**src/rtl/adci_pkg.sv**
```systemverilog
package adci_pkg;
  typedef enum logic [2:0] {
    ST_IDLE, ST_ADDR, ST_ACK, ST_WR, ST_STRETCH, ST_RD, ST_RD_ACK, ST_IGNORE
  } adci_state_e;

  localparam int unsigned BYTE_W        = 8;
  localparam int unsigned SETUP_CLK_BIT = 3;

  function automatic logic is_master_code(input logic [BYTE_W-1:0] b);
    return b[7:3] == 5'b00001;
  endfunction
endpackage

```
**src/rtl/adci_line_sync.sv**
```systemverilog
module adci_line_sync #(
  parameter int unsigned STAGES = 2
) (
  input  logic clk,
  input  logic rst,
  input  logic scl_i,
  input  logic sda_i,
  output logic scl_s,
  output logic sda_s,
  output logic scl_rise,
  output logic scl_fall,
  output logic start_det,
  output logic stop_det
);
  localparam int unsigned LINES = 2;

  logic [LINES-1:0] raw;
  logic [LINES-1:0] synced;
  logic [LINES-1:0] prev;

  assign raw = {sda_i, scl_i};

  genvar g;
  for (g = 0; g < LINES; g++) begin : g_line
    logic [STAGES-1:0] sh;
    always_ff @(posedge clk) begin
      if (rst) sh <= '1;
      else     sh <= {sh[STAGES-2:0], raw[g]};
    end
    assign synced[g] = sh[STAGES-1];
  end

  always_ff @(posedge clk) begin
    if (rst) begin
      prev      <= '1;
      scl_s     <= 1'b1;
      sda_s     <= 1'b1;
      scl_rise  <= 1'b0;
      scl_fall  <= 1'b0;
      start_det <= 1'b0;
      stop_det  <= 1'b0;
    end else begin
      prev      <= synced;
      scl_s     <= synced[0];
      sda_s     <= synced[1];
      scl_rise  <= synced[0] & ~prev[0];
      scl_fall  <= ~synced[0] & prev[0];
      start_det <= synced[0] & prev[0] & prev[1] & ~synced[1];
      stop_det  <= synced[0] & prev[0] & ~prev[1] & synced[1];
    end
  end
endmodule

```
**src/rtl/adci_ctrl_regs.sv**
```systemverilog
module adci_ctrl_regs
  import adci_pkg::*;
(
  input  logic              clk,
  input  logic              rst,
  input  logic              wr_stb,
  input  logic [BYTE_W-1:0] wr_byte,
  input  logic              mc_stb,
  input  logic              stop_stb,
  output logic [BYTE_W-1:0] setup_q,
  output logic [BYTE_W-1:0] config_q,
  output logic              hs_mode
);
  always_ff @(posedge clk) begin
    if (rst) begin
      setup_q  <= '0;
      config_q <= '0;
      hs_mode  <= 1'b0;
    end else begin
      if (wr_stb) begin
        if (wr_byte[BYTE_W-1]) setup_q  <= wr_byte;
        else                   config_q <= wr_byte;
      end
      if (stop_stb)    hs_mode <= 1'b0;
      else if (mc_stb) hs_mode <= 1'b1;
    end
  end

  assert_hs_cleared_R4: assert property (@(posedge clk) disable iff (rst)
    stop_stb |=> !hs_mode);

  assert_cfg_guard_R2: assert property (@(posedge clk) disable iff (rst)
    !(wr_stb && !wr_byte[BYTE_W-1]) |=> $stable(config_q));
endmodule

```
**src/rtl/adci_conv_seq.sv**
```systemverilog
module adci_conv_seq #(
  parameter int unsigned CONV_SCL  = 12,
  parameter int unsigned CONV_CLKS = 200
) (
  input  logic clk,
  input  logic rst,
  input  logic ext_go,
  input  logic int_go,
  input  logic abort,
  input  logic scl_rise,
  input  logic conv_done,
  output logic hold,
  output logic convert,
  output logic int_release
);
  localparam int unsigned SW = $clog2(CONV_SCL + 1);
  localparam int unsigned CW = $clog2(CONV_CLKS + 1);

  logic          mode_int;
  logic [SW-1:0] rise_cnt;
  logic [CW-1:0] clk_cnt;

  always_ff @(posedge clk) begin
    if (rst) begin
      hold        <= 1'b0;
      convert     <= 1'b0;
      int_release <= 1'b0;
      mode_int    <= 1'b0;
      rise_cnt    <= '0;
      clk_cnt     <= '0;
    end else begin
      hold        <= 1'b0;
      int_release <= 1'b0;
      if (abort) begin
        convert <= 1'b0;
      end else if (ext_go) begin
        hold     <= 1'b1;
        convert  <= 1'b1;
        mode_int <= 1'b0;
        rise_cnt <= '0;
      end else if (int_go) begin
        hold     <= 1'b1;
        convert  <= 1'b1;
        mode_int <= 1'b1;
        clk_cnt  <= '0;
      end else if (convert && !mode_int) begin
        if (scl_rise) begin
          if (rise_cnt == SW'(CONV_SCL - 1)) convert <= 1'b0;
          rise_cnt <= rise_cnt + 1'b1;
        end
      end else if (convert && mode_int) begin
        if (conv_done || clk_cnt == CW'(CONV_CLKS - 1)) begin
          convert     <= 1'b0;
          int_release <= 1'b1;
        end
        clk_cnt <= clk_cnt + 1'b1;
      end
    end
  end

  assert_hold_starts_conv_R8: assert property (@(posedge clk) disable iff (rst)
    (ext_go && !abort) |=> (hold && convert));

  assert_done_releases_R9: assert property (@(posedge clk) disable iff (rst)
    (convert && mode_int && conv_done && !abort && !ext_go && !int_go) |=> (int_release && !convert));
endmodule

```
**src/rtl/i2c_adc_ctrl.sv**
```systemverilog
module i2c_adc_ctrl
  import adci_pkg::*;
#(
  parameter logic [6:0]  DEV_ADDR    = 7'h36,
  parameter int unsigned SYNC_STAGES = 2,
  parameter int unsigned RES_W       = 12,
  parameter int unsigned CONV_SCL    = 12,
  parameter int unsigned CONV_CLKS   = 200
) (
  input  logic             clk,
  input  logic             rst,
  input  logic             scl_i,
  input  logic             sda_i,
  output logic             scl_oe,
  output logic             sda_oe,
  input  logic [RES_W-1:0] result,
  input  logic             conv_done,
  output logic [7:0]       setup_q,
  output logic [7:0]       config_q,
  output logic [1:0]       scan_sel,
  output logic             chan_sel,
  output logic             single_ended,
  output logic             hs_mode,
  output logic             track,
  output logic             hold,
  output logic             convert
);
  localparam int unsigned FRAME_W = 2 * BYTE_W;
  localparam int unsigned PAD_W   = FRAME_W - RES_W;

  logic scl_s, sda_s, scl_rise, scl_fall, start_det, stop_det;
  logic wr_stb, mc_stb, ext_go, int_go, int_release;
  logic [BYTE_W-1:0] wr_byte;

  adci_line_sync #(.STAGES(SYNC_STAGES)) u_sync (
    .clk(clk), .rst(rst), .scl_i(scl_i), .sda_i(sda_i),
    .scl_s(scl_s), .sda_s(sda_s), .scl_rise(scl_rise), .scl_fall(scl_fall),
    .start_det(start_det), .stop_det(stop_det)
  );

  adci_ctrl_regs u_regs (
    .clk(clk), .rst(rst), .wr_stb(wr_stb), .wr_byte(wr_byte),
    .mc_stb(mc_stb), .stop_stb(stop_det),
    .setup_q(setup_q), .config_q(config_q), .hs_mode(hs_mode)
  );

  adci_conv_seq #(.CONV_SCL(CONV_SCL), .CONV_CLKS(CONV_CLKS)) u_seq (
    .clk(clk), .rst(rst), .ext_go(ext_go), .int_go(int_go),
    .abort(start_det | stop_det), .scl_rise(scl_rise), .conv_done(conv_done),
    .hold(hold), .convert(convert), .int_release(int_release)
  );

  assign scan_sel     = config_q[6:5];
  assign chan_sel     = config_q[1];
  assign single_ended = config_q[0];

  adci_state_e       state;
  logic [3:0]        cnt;
  logic [BYTE_W-1:0] shreg;
  logic [BYTE_W-1:0] in_byte;
  logic              rd_mode, ack_on, byte_sel, hold_pend, got_ack;
  logic [RES_W-1:0]  res_q;
  logic [FRAME_W-1:0] frame;
  logic              int_clk;

  assign in_byte = {shreg[BYTE_W-2:0], sda_s};
  assign frame   = {{PAD_W{1'b1}}, res_q};
  assign int_clk = setup_q[SETUP_CLK_BIT];

  function automatic logic tx_bit(input logic sel, input logic [2:0] idx,
                                  input logic [FRAME_W-1:0] f);
    logic [BYTE_W-1:0] b;
    b = sel ? f[BYTE_W-1:0] : f[FRAME_W-1:BYTE_W];
    return b[3'd7 - idx];
  endfunction

  always_ff @(posedge clk) begin
    if (rst) begin
      state     <= ST_IDLE;
      cnt       <= '0;
      shreg     <= '0;
      rd_mode   <= 1'b0;
      ack_on    <= 1'b0;
      byte_sel  <= 1'b0;
      hold_pend <= 1'b0;
      got_ack   <= 1'b0;
      res_q     <= '0;
      sda_oe    <= 1'b0;
      scl_oe    <= 1'b0;
      track     <= 1'b0;
      wr_stb    <= 1'b0;
      wr_byte   <= '0;
      mc_stb    <= 1'b0;
      ext_go    <= 1'b0;
      int_go    <= 1'b0;
    end else begin
      track  <= 1'b0;
      wr_stb <= 1'b0;
      mc_stb <= 1'b0;
      ext_go <= 1'b0;
      int_go <= 1'b0;
      if (start_det) begin
        state     <= ST_ADDR;
        cnt       <= '0;
        sda_oe    <= 1'b0;
        scl_oe    <= 1'b0;
        hold_pend <= 1'b0;
      end else if (stop_det) begin
        state     <= ST_IDLE;
        sda_oe    <= 1'b0;
        scl_oe    <= 1'b0;
        hold_pend <= 1'b0;
      end else begin
        unique case (state)
          ST_IDLE, ST_IGNORE: ;
          ST_ADDR: begin
            if (scl_rise) begin
              shreg <= in_byte;
              if (cnt == 4'd7) begin
                cnt <= '0;
                if (is_master_code(in_byte)) begin
                  mc_stb <= 1'b1;
                  state  <= ST_IGNORE;
                end else if (in_byte[7:1] == DEV_ADDR) begin
                  rd_mode <= in_byte[0];
                  ack_on  <= 1'b0;
                  state   <= ST_ACK;
                  if (in_byte[0] && !int_clk) track <= 1'b1;
                end else begin
                  state <= ST_IGNORE;
                end
              end else begin
                cnt <= cnt + 1'b1;
              end
            end
          end
          ST_ACK: begin
            if (scl_fall) begin
              if (!ack_on) begin
                sda_oe <= 1'b1;
                ack_on <= 1'b1;
              end else begin
                ack_on <= 1'b0;
                cnt    <= '0;
                if (!rd_mode) begin
                  sda_oe <= 1'b0;
                  state  <= ST_WR;
                end else if (int_clk) begin
                  sda_oe <= 1'b0;
                  scl_oe <= 1'b1;
                  int_go <= 1'b1;
                  state  <= ST_STRETCH;
                end else begin
                  byte_sel  <= 1'b0;
                  hold_pend <= 1'b1;
                  sda_oe    <= ~tx_bit(1'b0, 3'd0, frame);
                  cnt       <= 4'd1;
                  state     <= ST_RD;
                end
              end
            end
          end
          ST_WR: begin
            if (scl_rise) begin
              shreg <= in_byte;
              if (cnt == 4'd7) begin
                wr_stb  <= 1'b1;
                wr_byte <= in_byte;
                ack_on  <= 1'b0;
                cnt     <= '0;
                state   <= ST_ACK;
              end else begin
                cnt <= cnt + 1'b1;
              end
            end
          end
          ST_STRETCH: begin
            if (int_release) begin
              scl_oe   <= 1'b0;
              res_q    <= result;
              byte_sel <= 1'b0;
              sda_oe   <= ~tx_bit(1'b0, 3'd0, {{PAD_W{1'b1}}, result});
              cnt      <= 4'd1;
              state    <= ST_RD;
            end
          end
          ST_RD: begin
            if (scl_rise && hold_pend && cnt == 4'd2) begin
              ext_go    <= 1'b1;
              hold_pend <= 1'b0;
              res_q     <= result;
            end
            if (scl_fall) begin
              if (cnt == 4'd8) begin
                sda_oe <= 1'b0;
                state  <= ST_RD_ACK;
              end else begin
                sda_oe <= ~tx_bit(byte_sel, cnt[2:0], frame);
                cnt    <= cnt + 1'b1;
              end
            end
          end
          ST_RD_ACK: begin
            if (scl_rise) got_ack <= ~sda_s;
            if (scl_fall) begin
              if (got_ack) begin
                byte_sel <= ~byte_sel;
                sda_oe   <= ~tx_bit(~byte_sel, 3'd0, frame);
                cnt      <= 4'd1;
                state    <= ST_RD;
              end else begin
                state <= ST_IGNORE;
              end
            end
          end
          default: state <= ST_IDLE;
        endcase
      end
    end
  end

  assert_sda_pull_scl_low_R1: assert property (@(posedge clk) disable iff (rst)
    $rose(sda_oe) |-> !scl_s);

  assert_track_hold_apart_R7: assert property (@(posedge clk) disable iff (rst)
    !(track && hold));

  assert_stretch_only_int_R9: assert property (@(posedge clk) disable iff (rst)
    $rose(scl_oe) |-> int_clk);
endmodule

```
**config.mk**
```make
export PLATFORM = sky130hd
export DESIGN_NAME = i2c_adc_ctrl
export DESIGN_NICKNAME = d
export VERILOG_FILES = /design/src/rtl/adci_pkg.sv /design/src/rtl/adci_line_sync.sv /design/src/rtl/adci_ctrl_regs.sv /design/src/rtl/adci_conv_seq.sv /design/src/rtl/i2c_adc_ctrl.sv
export SDC_FILE = /design/constraint.sdc
export NUM_CORES = 1
export LEC_CHECK = 0
export ABC_AREA = 0
export BUFFER_PORTS_ARGS = -buffer_cell sky130_fd_sc_hd__buf_4
export CORE_ASPECT_RATIO = 2
export CORE_MARGIN = 2
export CORE_UTILIZATION = 53
export CTS_CLUSTER_DIAMETER = 30
export DETAILED_ROUTE_END_ITERATION = 8
export PLACE_DENSITY = 0.76
export REMOVE_ABC_BUFFERS = 1
export SYNTH_ARGS = -nofsm -noshare
export SYNTH_HDL_FRONTEND = slang
export SYNTH_HIERARCHICAL = 1
export SYNTH_SLANG_ARGS = --single-unit
```
**constraint.sdc**
```tcl
create_clock -name clk -period 2 [get_ports clk]
set_input_delay 0.2 -clock clk [delete_from_list [all_inputs] [get_ports clk]]
set_output_delay 0.2 -clock clk [all_outputs]
set_load 0.005 [all_outputs]
```
* Word level (Yosys, flattened, before mapping)
Cells that the tools add are included.
** Cells by class
- Order comparisons :: 1
- Mux-type cells :: 94
- Bitwise operators :: 33
- Add/sub/neg operators :: 4
- Reduce and logical (&&, ||, !) cells :: 53
- Eq/ne operators :: 46
** Operators by type and width (number)
- 4-bit 2-to-1 mux :: 13
- 1-bit 2-to-1 mux :: 51
- 8-bit 2-to-1 mux :: 5
- 3-bit 2-to-1 mux :: 13
- 10-bit AND reduction :: 3
- 2-bit inequality test, second input constant :: 13
- 1-bit NOT :: 25
- 12-bit 2-to-1 mux :: 2
- 4-bit by 1-bit inequality test with 1-bit output, second input constant :: 6
- 12-bit one-hot mux with 2 select lines :: 1
- 11-bit AND reduction :: 2
- 4-bit one-hot mux with 5 select lines :: 1
- 4-bit AND reduction :: 5
- 3-bit one-hot mux with 6 select lines :: 1
- 6-bit AND reduction :: 3
- 2-bit by 1-bit inequality test with 1-bit output, second input constant :: 8
- 4-bit by 2-bit inequality test with 1-bit output, second input constant :: 4
- 2-bit nonzero test :: 7
- 4-bit nonzero test :: 3
- 6-bit OR reduction :: 2
- 5-bit AND reduction :: 2
- 3-bit == test, second input constant :: 3
- 4-bit by 1-bit adder with 4-bit output, second input constant :: 2
- 8-bit by 1-bit adder with 8-bit output, second input constant :: 1
- 33 further kinds :: 55
** Word-level totals
- Register bits after elaboration :: 89
- Word-level logic and storage cells :: 266

* Longest topological paths before layout
- Depth in word-level cells :: 8
- Mapped depth :: 7

* Modules after synthesis
Netlist, hierarchy kept.
** By module, submodules not included
- i2c_adc_ctrl :: times used 1, sequential area each 920.9 µm², area an instance 2523.7 µm², cells an instance 288
- adci_conv_seq :: times used 1, sequential area each 320.3 µm², area an instance 858.3 µm², cells an instance 95
- adci_ctrl_regs :: times used 1, sequential area each 320.3 µm², area an instance 664.4 µm², cells an instance 65
- adci_line_sync :: times used 1, sequential area each 200.2 µm², area an instance 300.3 µm², cells an instance 22

* Worst setup path before layout
No wires, ideal clock.
- Kind :: reg2reg
- Start point :: register u_sync.stop_det
- End point :: register u_seq.clk_cnt[6]
- Setup slack :: -24 ps
- Arrival :: 1957 ps
- Data required time :: 1933 ps
- Buffers on the path :: 1
- Cell stages (with the launch flop) :: 7
- Cells stage by stage :: dfxtp_1 > clkbuf_1 > nor2_1 > inv_1 > or3b_4 > or4_4 > a21oi_2
** Between the ends
- Word-level cells in the longest chain between the ends :: 3
** Ends and longest elaborated chain
- from (decl) :: RTL line adci_line_sync.sv:13 : output logic stop_det
- from (signal assigned) :: RTL line adci_line_sync.sv:49 : stop_det <= synced[0] & prev[0] & ~prev[1] & synced[1];
- 1-bit bitwise OR :: RTL line i2c_adc_ctrl.sv:49 : .abort(start_det | stop_det), .scl_rise(scl_rise), .conv_done(conv_done),
- 1-bit NOT (no source line)
- 4-bit AND reduction (no source line)
- to (signal assigned) :: RTL line adci_conv_seq.sv:56 : clk_cnt <= clk_cnt + 1'b1;
- to (decl) :: RTL line adci_conv_seq.sv:21 : logic [CW-1:0] clk_cnt;
No other way between the ends.
A chain may end at the register's enable or synchronous reset.

* Final worst setup path
- Start point :: register cnt[0]
- End point :: register cnt[2]
** Between the ends
- Word-level cells in the longest chain between the ends :: 4
- Elaborated cells on any way between the ends :: 10
** Ends and longest elaborated chain
- from (decl) :: RTL line i2c_adc_ctrl.sv:58 : logic [3:0] cnt;
- from (signal assigned) :: RTL line i2c_adc_ctrl.sv:133 : cnt <= cnt + 1'b1;
- from (signal assigned) :: RTL line i2c_adc_ctrl.sv:173 : cnt <= cnt + 1'b1;
- from (signal assigned) :: RTL line i2c_adc_ctrl.sv:199 : cnt <= cnt + 1'b1;
- 4-bit by 1-bit adder with 4-bit output / 4-bit by 3-bit == test with 1-bit output (equally long branches)
- 4-bit 2-to-1 mux (on tied branches) :: RTL line i2c_adc_ctrl.sv:194, i2c_adc_ctrl.sv:119, i2c_adc_ctrl.sv:166
- 4-bit 2-to-1 mux (on tied branches) :: RTL line i2c_adc_ctrl.sv:193, i2c_adc_ctrl.sv:117
- 4-bit one-hot mux with 5 select lines :: RTL line i2c_adc_ctrl.sv:114 : unique case (state)
Several ways; a longest one is shown, not always the timed one. The select of a mux whose other input is x is not followed.

==> flow_summary.toml <==
[die]
die_y_um = 132.1
initial_core_util_pct = 54.73
die_w_um = 68.04
coreArea_um2 = 7943
core.rowCount = 46
ios = 43
dieArea_um2 = 8985

[cts]
cts_num_sinks = 88
clk_pin_slew_worst_paths_ns = 0.06
clockBufferDepth = 2
cts_tree = "built"
hold_buffers = 0
clkLatencyLatePin_ns = 0.34
cts-root-buf = "clkbuf_16"
htreeDepth = 3
cts_inserted_buffers = 9

[grt]
grt_overflow_total = 0
antenna_found_initial = 0
grt_first_pass_wirelength_um = 16790
grt_start_max_net_pins = 49
grt_pass1_vias = 3593
grtUsageTotal_pct = 24.62

[layout]
regArea_um2 = 1762
layout.nets = 526
utilization_pct = 63.47
drive_gt1_share_pct = 19.65
layout_common_cells = "dfxtp_1 (88), buf_4 (57), nand2b_1 (32), mux2i_1 (32), nor2_1 (28)"
syn2layout_area_growth_pct = 15.98
antenna_cells = 0
fillers = 671
final_common_cell = "dfxtp_1"
multi_input_area_um2 = 2367

[sta]
skew_ns = 0.005488
rsz0062_at_grt = "false"
tns_ns = 0
timing.fmax_mhz = 537.1
slew_viol_final = 0
max_slew_margin_pct = 42.22
setup_slack_ns = 0.1382
period_share_pct = 93.09
finalSetupViolations = 0
fin_crit_ns = 1.862
tightest_slew_ns = 0.8667
hold_violations = 0

[flow_run]
max_cap_violations = 0

[route]
drt_first_pass_iters = 6
drt.antenna.violating_nets = 0
wl_per_cell_um = 17.32
drt_iter0_drc = 167
avgViaCountPerCell = 6.122
totalWireLength_um = 10480
post-route-drc-count = 0
vias = 3704

[outcome]
outcome = "completed"

[synth]
synth_largest_area_cell = "dfxtp_1"
synth_edf_count = 0
synthesis.area_um2 = 4347
ys_seq_area_share_pct = 40.53
synthArstFlopShare_pct = 0
ys_seq_elements = 88
synth.distinct_cells = 72
synth_area_per_cell_um2 = 9.248
yosys_warnings = 6
synth_cells = 470
synth_top_area_share_pct = 40.53
synth_flop_cell = "dfxtp_1"
synth_area_leaders = "dfxtp_1 (41%), mux2i_1 (7.4%), nand2b_1 (4.6%)"

[setup_path]
worst_setup_path_start_kind = "flip-flop"
cp_slowest_cell = "dfxtp_1"
crit_chain = "inv_1 -> ha_1 -> and3b_1 -> a31o_2 -> o41ai_1 -> a21oi_1"
cp-end-kind = "flip-flop"
worstPathMaxFanout = 5
criticalPathCategory = "flip-flop to flip-flop"
required_ns = 2.22
cp.arrival_ns = 2.08
cpPeakStageDelay_ns = 0.42

[placed_design]
place_ws_ns = 0.1732
port_buffers = 41
dp_hpwl_um = 7851
gp_congestion = 0.9469

[power_and_ir_drop]
power_density_nw_per_um2 = 866.2
p_leak_nw = 2.007
ir_worst_vdd_mv = 0.6467
total_power_mw = 4.367

[min_path]
hold_class = "input pin to flip-flop"
per-stage QoR:
stage / instances / instance area (um2) / hold slack [ns]
after floorplan: 435 / 4168 / 0.2691
after global placement: 589 / 4736 / 0.3792
after detailed placement: 589 / 4736 / 0.3844
after CTS: 605 / 5035 / 0.03075
after global routing: 605 / 5041 / 0.02371
final: 605 / 5041 / 0.03584
synth_stat cells (6+ instances only):
cell type / count
o31ai_1: 9
or2_1: 6
nor2_1: 28
clkbuf_1: 14
nor3_1: 10
buf_2: 14
dfxtp_1: 88
o21ai_0: 21
mux2i_1: 32
inv_1: 12
a21oi_1: 27
nor3b_1: 10
nand4_1: 8
buf_4: 6
a31oi_1: 6
nand3_1: 24
nand2_1: 9
nand2b_1: 32
nor2b_1: 8
critical path, delay by kind of cell, from the launching register on:
kind,cells,cell delay (ns)
buf+inv,1,0.09
compound gates,3,0.83
fa+ha+maj,1,0.19
simple gates,1,0.21
flops,1,0.42
kinds of logic (layout without fill, tap and decap cells):
kind of cell / count (synthesis) / count (layout) / share of synthesized area, %
flip-flops: 88 / 88 / 40.53
other: 1 / 1 / 0.08627
AND/OR/NAND/NOR: 188 / 188 / 27.09
AO/OA/AOI/OAI: 104 / 104 / 16.26
adder cells (fa/ha/maj): 5 / 5 / 1.439
buffers and inverters: 47 / 86 / 5.152
multiplexers: 37 / 37 / 9.441
where the power goes:
group	leakage (nW)	switching [mW]	internal [mW]	total, mW
clock network	0.145	0.681	1.00	1.68
logic	1.15	0.473	0.351	0.824
registers	0.710	0.0733	1.79	1.86
repair_timing:
action	CTS	global route
buffers inserted	0	0
resized for setup	0	1
setup endpoints to repair	0	1
metal layers:
metal  wire length [um]  global-route usage, %  up-vias  part of all wire [%]
met3                365                  5.295       43                   3.5
met4                613                  16.33        0                   5.8
met1               3657                  23.53     1770                    35
met2               5843                  44.07      104                    56
li1                   -                      -     1787                     -
met5                  0                      0        -                     0
final cells by class:
cell class,instances,share of cell area [%]
well taps,96,2.383
flip-flops and latches,88,34.95
clock buffers,11,4.815
clock inverters,5,1.117
repair buffers,58,8.886
inverters,12,0.8935
multi-input cells,335,46.96
final timing paths:
path                                from                endpoint  slack (ns)  depth (start not counted)
setup reg to reg                  cnt[0]                  cnt[2]        0.14                          6
hold / removal                     sda_i  u_sync/g_line[1].sh[0]        0.04                          2
hold reg to reg   u_sync/g_line[1].sh[0]  u_sync/g_line[1].sh[1]        0.40                          1
setup / recovery                  cnt[0]                  cnt[2]        0.14                          6
state kept, by name (all words and copies together) (netlist names), 3 cells and up:
name / cells
shreg: 7
state: 3
u_sync/g_line.sh: 4
u_seq/clk_cnt: 8
u_regs/config_q: 7
wr_byte: 8
res_q: 12
cnt: 4
u_regs/setup_q: 8
u_seq/rise_cnt: 4
Power figures use the tool's default switching activity.
